`config.mk`:
```
export PLATFORM = sky130hd
export DESIGN_NAME = simd_pe_array
export DESIGN_NICKNAME = d
export VERILOG_FILES = /design/src/rtl/simd_pkg.sv /design/src/rtl/simd_ctrl.sv /design/src/rtl/simd_pe.sv /design/src/rtl/simd_ring_net.sv /design/src/rtl/simd_pe_array.sv
export SDC_FILE = /design/constraint.sdc
export NUM_CORES = 1
export LEC_CHECK = 0
export BUFFER_PORTS_ARGS = -buffer_cell sky130_fd_sc_hd__buf_2
export CORE_AREA = 2 2 424 321
export DETAILED_ROUTE_END_ITERATION = 6
export DIE_AREA = 0 0 426 323
export GPL_ROUTABILITY_DRIVEN = 0
export PLACE_DENSITY_LB_ADDON = 0.2
export SLEW_MARGIN = 20
export SYNTH_ARGS = -nofsm -noshare
export SYNTH_HDL_FRONTEND = slang
export SYNTH_SLANG_ARGS = --single-unit
```
`constraint.sdc`:
```
create_clock -name clk -period 4.4 [get_ports clk]
set_input_delay 0.44 -clock clk [delete_from_list [all_inputs] [get_ports clk]]
set_output_delay 0.44 -clock clk [all_outputs]
set_load 0.03 [all_outputs]
```
`src/rtl/simd_pkg.sv`:
```
package simd_pkg;
  localparam int OPW  = 3;
  localparam int OPRW = 5;
  localparam int IW   = OPW + OPRW;

  typedef enum logic [OPW-1:0] {
    OP_LOAD    = 3'd0,
    OP_STORE   = 3'd1,
    OP_ADD     = 3'd2,
    OP_SUB     = 3'd3,
    OP_AND     = 3'd4,
    OP_SETMASK = 3'd5,
    OP_ROUTE   = 3'd6,
    OP_HALT    = 3'd7
  } op_e;
endpackage

```
`src/rtl/simd_ctrl.sv`:
```
module simd_ctrl
  import simd_pkg::*;
#(
  parameter int NPE    = 4,
  parameter int PDEPTH = 32,
  localparam int PAW   = $clog2(PDEPTH)
) (
  input  logic            clk,
  input  logic            rst_n,
  input  logic            start,
  input  logic            prog_we,
  input  logic [PAW-1:0]  prog_waddr,
  input  logic [IW-1:0]   prog_wdata,
  output logic            busy,
  output logic            done,
  output logic            op_valid,
  output op_e             op,
  output logic [OPRW-1:0] operand,
  output logic [NPE-1:0]  mask,
  output logic            clr_acc
);
  typedef enum logic [1:0] {S_IDLE, S_FETCH, S_EXEC} state_e;

  state_e          state;
  logic [PAW-1:0]  pc;
  logic [IW-1:0]   ir;
  logic [IW-1:0]   prog [PDEPTH];

  always_ff @(posedge clk) begin
    if (prog_we) prog[prog_waddr] <= prog_wdata;
  end

  assign op       = op_e'(ir[IW-1 -: OPW]);
  assign operand  = ir[OPRW-1:0];
  assign op_valid = (state == S_EXEC);
  assign busy     = (state != S_IDLE);
  assign clr_acc  = (state == S_IDLE) && start;

  always_ff @(posedge clk) begin
    if (!rst_n) begin
      state <= S_IDLE;
      pc    <= '0;
      ir    <= '0;
      done  <= 1'b0;
      mask  <= '1;
    end else begin
      case (state)
        S_IDLE: begin
          if (start) begin
            state <= S_FETCH;
            pc    <= '0;
            done  <= 1'b0;
            mask  <= '1;
          end
        end
        S_FETCH: begin
          ir    <= prog[pc];
          pc    <= pc + 1'b1;
          state <= S_EXEC;
        end
        S_EXEC: begin
          if (op == OP_HALT) begin
            done  <= 1'b1;
            state <= S_IDLE;
          end else begin
            if (op == OP_SETMASK) mask <= operand[NPE-1:0];
            state <= S_FETCH;
          end
        end
        default: state <= S_IDLE;
      endcase
    end
  end
endmodule

```
`src/rtl/simd_pe.sv`:
```
module simd_pe
  import simd_pkg::*;
#(
  parameter int DW     = 8,
  parameter int LDEPTH = 16,
  localparam int LAW   = $clog2(LDEPTH)
) (
  input  logic           clk,
  input  logic           rst_n,
  input  logic           clr,
  input  logic           op_valid,
  input  logic           en,
  input  op_e            op,
  input  logic [LAW-1:0] addr,
  input  logic [DW-1:0]  route_in,
  input  logic           host_we,
  input  logic [LAW-1:0] host_waddr,
  input  logic [DW-1:0]  host_wdata,
  input  logic [LAW-1:0] host_raddr,
  output logic [DW-1:0]  acc,
  output logic [DW-1:0]  host_rdata
);
  logic [DW-1:0] mem [LDEPTH];
  logic [DW-1:0] opnd;
  logic          act;

  assign opnd       = mem[addr];
  assign host_rdata = mem[host_raddr];
  assign act        = op_valid && en;

  always_ff @(posedge clk) begin
    if (!rst_n) begin
      for (int k = 0; k < LDEPTH; k++) mem[k] <= '0;
    end else if (host_we) begin
      mem[host_waddr] <= host_wdata;
    end else if (act && op == OP_STORE) begin
      mem[addr] <= acc;
    end
  end

  always_ff @(posedge clk) begin
    if (!rst_n || clr) begin
      acc <= '0;
    end else if (act) begin
      case (op)
        OP_LOAD:  acc <= opnd;
        OP_ADD:   acc <= acc + opnd;
        OP_SUB:   acc <= acc - opnd;
        OP_AND:   acc <= acc & opnd;
        OP_ROUTE: acc <= route_in;
        default:  acc <= acc;
      endcase
    end
  end
endmodule

```
`src/rtl/simd_ring_net.sv`:
```
module simd_ring_net #(
  parameter int NPE = 4,
  parameter int DW  = 8
) (
  input  logic [NPE*DW-1:0] acc_flat,
  output logic [NPE*DW-1:0] route_flat
);
  for (genvar i = 0; i < NPE; i++) begin : g_hop
    localparam int SRC = (i + NPE - 1) % NPE;
    assign route_flat[i*DW +: DW] = acc_flat[SRC*DW +: DW];
  end
endmodule

```
`src/rtl/simd_pe_array.sv`:
```
module simd_pe_array
  import simd_pkg::*;
#(
  parameter int NPE    = 4,
  parameter int DW     = 8,
  parameter int LDEPTH = 16,
  parameter int PDEPTH = 32
) (
  input  logic                      clk,
  input  logic                      rst_n,
  input  logic                      host_valid,
  output logic                      host_ready,
  input  logic                      host_to_prog,
  input  logic [$clog2(NPE)-1:0]    host_pe,
  input  logic [$clog2(PDEPTH)-1:0] host_addr,
  input  logic [DW-1:0]             host_data,
  input  logic                      start,
  output logic                      busy,
  output logic                      done,
  input  logic [$clog2(NPE)-1:0]    rd_pe,
  input  logic [$clog2(LDEPTH)-1:0] rd_addr,
  output logic [DW-1:0]             rd_data
);
  localparam int LAW = $clog2(LDEPTH);

  logic              host_fire;
  logic              op_valid;
  op_e               op;
  logic [OPRW-1:0]   operand;
  logic [NPE-1:0]    mask;
  logic              clr_acc;
  logic [NPE*DW-1:0] acc_flat;
  logic [NPE*DW-1:0] route_flat;
  logic [DW-1:0]     rdata [NPE];

  assign host_ready = !busy;
  assign host_fire  = host_valid && host_ready;
  assign rd_data    = rdata[rd_pe];

  simd_ctrl #(.NPE(NPE), .PDEPTH(PDEPTH)) u_ctrl (
    .clk        (clk),
    .rst_n      (rst_n),
    .start      (start),
    .prog_we    (host_fire && host_to_prog),
    .prog_waddr (host_addr),
    .prog_wdata (host_data[IW-1:0]),
    .busy       (busy),
    .done       (done),
    .op_valid   (op_valid),
    .op         (op),
    .operand    (operand),
    .mask       (mask),
    .clr_acc    (clr_acc)
  );

  simd_ring_net #(.NPE(NPE), .DW(DW)) u_net (
    .acc_flat   (acc_flat),
    .route_flat (route_flat)
  );

  for (genvar i = 0; i < NPE; i++) begin : g_pe
    simd_pe #(.DW(DW), .LDEPTH(LDEPTH)) u_pe (
      .clk        (clk),
      .rst_n      (rst_n),
      .clr        (clr_acc),
      .op_valid   (op_valid),
      .en         (mask[i]),
      .op         (op),
      .addr       (operand[LAW-1:0]),
      .route_in   (route_flat[i*DW +: DW]),
      .host_we    (host_fire && !host_to_prog && (host_pe == i)),
      .host_waddr (host_addr[LAW-1:0]),
      .host_wdata (host_data),
      .host_raddr (rd_addr),
      .acc        (acc_flat[i*DW +: DW]),
      .host_rdata (rdata[i])
    );
  end
endmodule

```
==> metrics.txt <==
status=finished with violations; failing checks=DRC; Seq/Total Area, Yosys=58.0%; synthesized net count=2853; Post-synth EDFFs=736; critical path class=reg -> reg; post-place instance area=0.0429 mm²; Inst Count DP=between 4000 and 5000; DIE AREA=0.138 mm²; Worst Hold Class=in -> reg; GRT overflow=0; Final ANT Viol Nets=0; Layout Utilization=between 30% and 40%; part of the cycle the worst path needs=92.7%; initial antenna violation count=9; RSZ-0062 raised after global routing=false; final net count=2950; Yosys reg bits=787; CTS tree=built; PostCTS Resize Cnt=0; Cell Rows=117; final instance area=0.0457 mm²; synth warn=0; fin. max-slew vios=0; f_max=0.245 GHz; area grow syn2layout=14.6%; Die W=approximately 430 µm; via count=26000; syn avg cell area=14.3 µm²; Avg Vias per Cell=5.48; Final Power=approximately 18 mW; clk slew on worst S/H paths=0.07 ns; Hold-fix buffers, CTS=0; first-pass GRT wire length=188 mm; Routed WL per cell=~27 µm; ys flop type=edfxtp_1; Setup crit start=u_ctrl.ir[0]$_SDFFE_PN0P_; CTS Buf Count=86; CP Capture Type=flip-flop; number of distinct library cells after synthesis=71; H-tree depth=3; final worst slack=0.320 ns; Core Box Area=0.134 mm²; Cell Area, Synth=0.0398 mm²; DIE HEIGHT=323 µm; Least-Margin Pin Slew=1.10 ns; number of global-route vias before repair=26100; Leak=about 15 nW; final WL=~130 mm; Clock Root Buffer=clkbuf_16; initial DRC count=3205; CP Launch Type=flip-flop; Worst Path Max Fanout=14; reg2reg start=u_ctrl.ir[0]$_SDFFE_PN0P_; 1st-pass router iterations=7; WP data arrival=4.69 ns; setup_tns=0 ns; layout cells sized above 1=24.2%; Max Cap Viol=0; clk buf depth=3; Syn Inst Count=2786; DRC=1; setup bufs post-CTS=0; I/O pins=37; maximum vdd drop=roughly 270 µV; min-delay src=start; Starting Density=29.7%; clk sink count=a little under 800; min Tclk post-route=4.08 ns; PortBufs=36; critical path required time=5.01 ns; FILL cells=13000; Placement Setup Slack=0.153 ns; dpl hpwl=91.9 mm; Max-slew headroom=24.9%; Hold Violations, Final=0; Final Skew=0.0634 ns; tightest hold margin=0.112 ns; Clock Latency Late Sink=0.72 ns; Layout Cells excl Fill=4738; pin count of the biggest net entering global routing=61; Total GRT Usage=about a fifth; final setup fails=0; pwr dens=approximately 400 mW/mm²; asr flop ratio synth=0%
## layout make-up
| type | count | area (µm²) | area share (%) |
|---|---|---|---|
| Multi-Input combinational cell | 1773 | 15800 | 34.6 |
| Sequential cell | 787 | 23100 | 50.7 |
| Clock inverter | 48 | 454 | 0.995 |
| Clock buffer | 109 | 2240 | 4.90 |
| Inverter | 41 | 154 | 0.337 |
| Antenna cell | 1 | 2.50 | 0.00548 |
| Tap cell | 1785 | 2230 | 4.89 |
| Timing Repair Buffer | 194 | 1630 | 3.58 |
## worst max-delay path: stages (launching register included)
cell and delay [ns]:
dfxtp_4 0.41, buf_12 0.18, buf_12 0.16, mux4_2 0.50
a22o_1 0.25, a221oi_4 0.30, nand2_1 0.13, o21ai_0 0.23
xor2_1 0.20, ha_1 0.28, inv_1 0.09, o21ai_0 0.09
a211o_1 0.31, a21o_1 0.19, a21oi_1 0.18, xnor2_1 0.14
a31oi_1 0.23, o41ai_2 0.10
## final timing paths
path                            depth (start not counted)                               end  slack, ns
worst max-delay path                                   17  g_pe[3].u_pe.acc[7]$_SDFFE_PP0P_       0.32
worst min-delay path                                    3      u_ctrl.state[0]$_SDFFE_PN0N_       0.11
worst max register to register                         17  g_pe[3].u_pe.acc[7]$_SDFFE_PP0P_       0.32
worst min register to register                          2  g_pe[3].u_pe.acc[4]$_SDFFE_PP0P_       0.52
## placed cells by master (no fill, tap or decap), types with 33 or more instances in the layout
cell type,count
a22oi_1,51
mux4_2,362
inv_1,41
o21ai_0,63
buf_4,139
ha_1,37
clkbuf_16,86
dfxtp_1,46
nand2_1,248
nor2_1,613
edfxtp_1,736
a21oi_1,54
buf_2,33
## power breakdown
part           internal, mW  switching [mW]  total (mW)
logic                  1.01            1.52        2.53
registers              8.36           0.136        8.49
clock network          3.83            3.21        7.04
total                  13.2            4.87        18.1
## layer usage
metal  share of wire [%]  wire (µm)  vias up  track usage, %
li1                    -          -    11000               -
met1                  45      58200    13700            27.9
met2                  44      57600     1089            28.2
met3                 8.3      10700      206            3.96
met4                 2.5       3280        8            4.99
met5               0.039         51        -               0
## sequential cells by signal (all words and copies together) (netlist names)
name / count
g_pe.u_pe.acc: 32
u_ctrl.prog: 224
u_ctrl.mask: 4
u_ctrl.ir: 7
u_ctrl.done: 1
g_pe.u_pe.mem: 512
u_ctrl.pc: 5
u_ctrl.state: 2
## Yosys cell counts (9+ instances only)
cell type,count,share of area (%)
o21ai_1,17,0.21
buf_2,27,0.34
a21oi_1,54,0.68
o22ai_1,9,0.14
nand2_1,248,2.3
a22oi_1,51,0.96
nand3_1,29,0.36
and2_1,11,0.17
inv_1,41,0.39
xor2_1,16,0.35
mux2i_1,41,1.0
o21ai_0,64,0.80
nor2b_1,22,0.35
clkbuf_1,120,1.1
a21o_1,9,0.17
nor2_1,614,5.8
a22o_1,12,0.26
xnor2_1,29,0.64
ha_1,37,1.2
dfxtp_1,51,2.6
mux4_2,362,20
buf_1,23,0.22
edfxtp_1,736,55
## cells by family (layout without fill, tap and decap cells)
family	after synthesis	in the layout	synth area share, %
buffers and inverters	226	392	2.51
flip-flops	787	787	58.0
multiplexers	411	411	22.0
AND/OR/NAND/NOR	976	976	9.94
other	0	1	0
XOR/XNOR	45	45	0.989
AO/OA/AOI/OAI	300	300	5.16
adder cells (fa/ha/maj)	41	41	1.36
(Power assumes the default switching activity.)
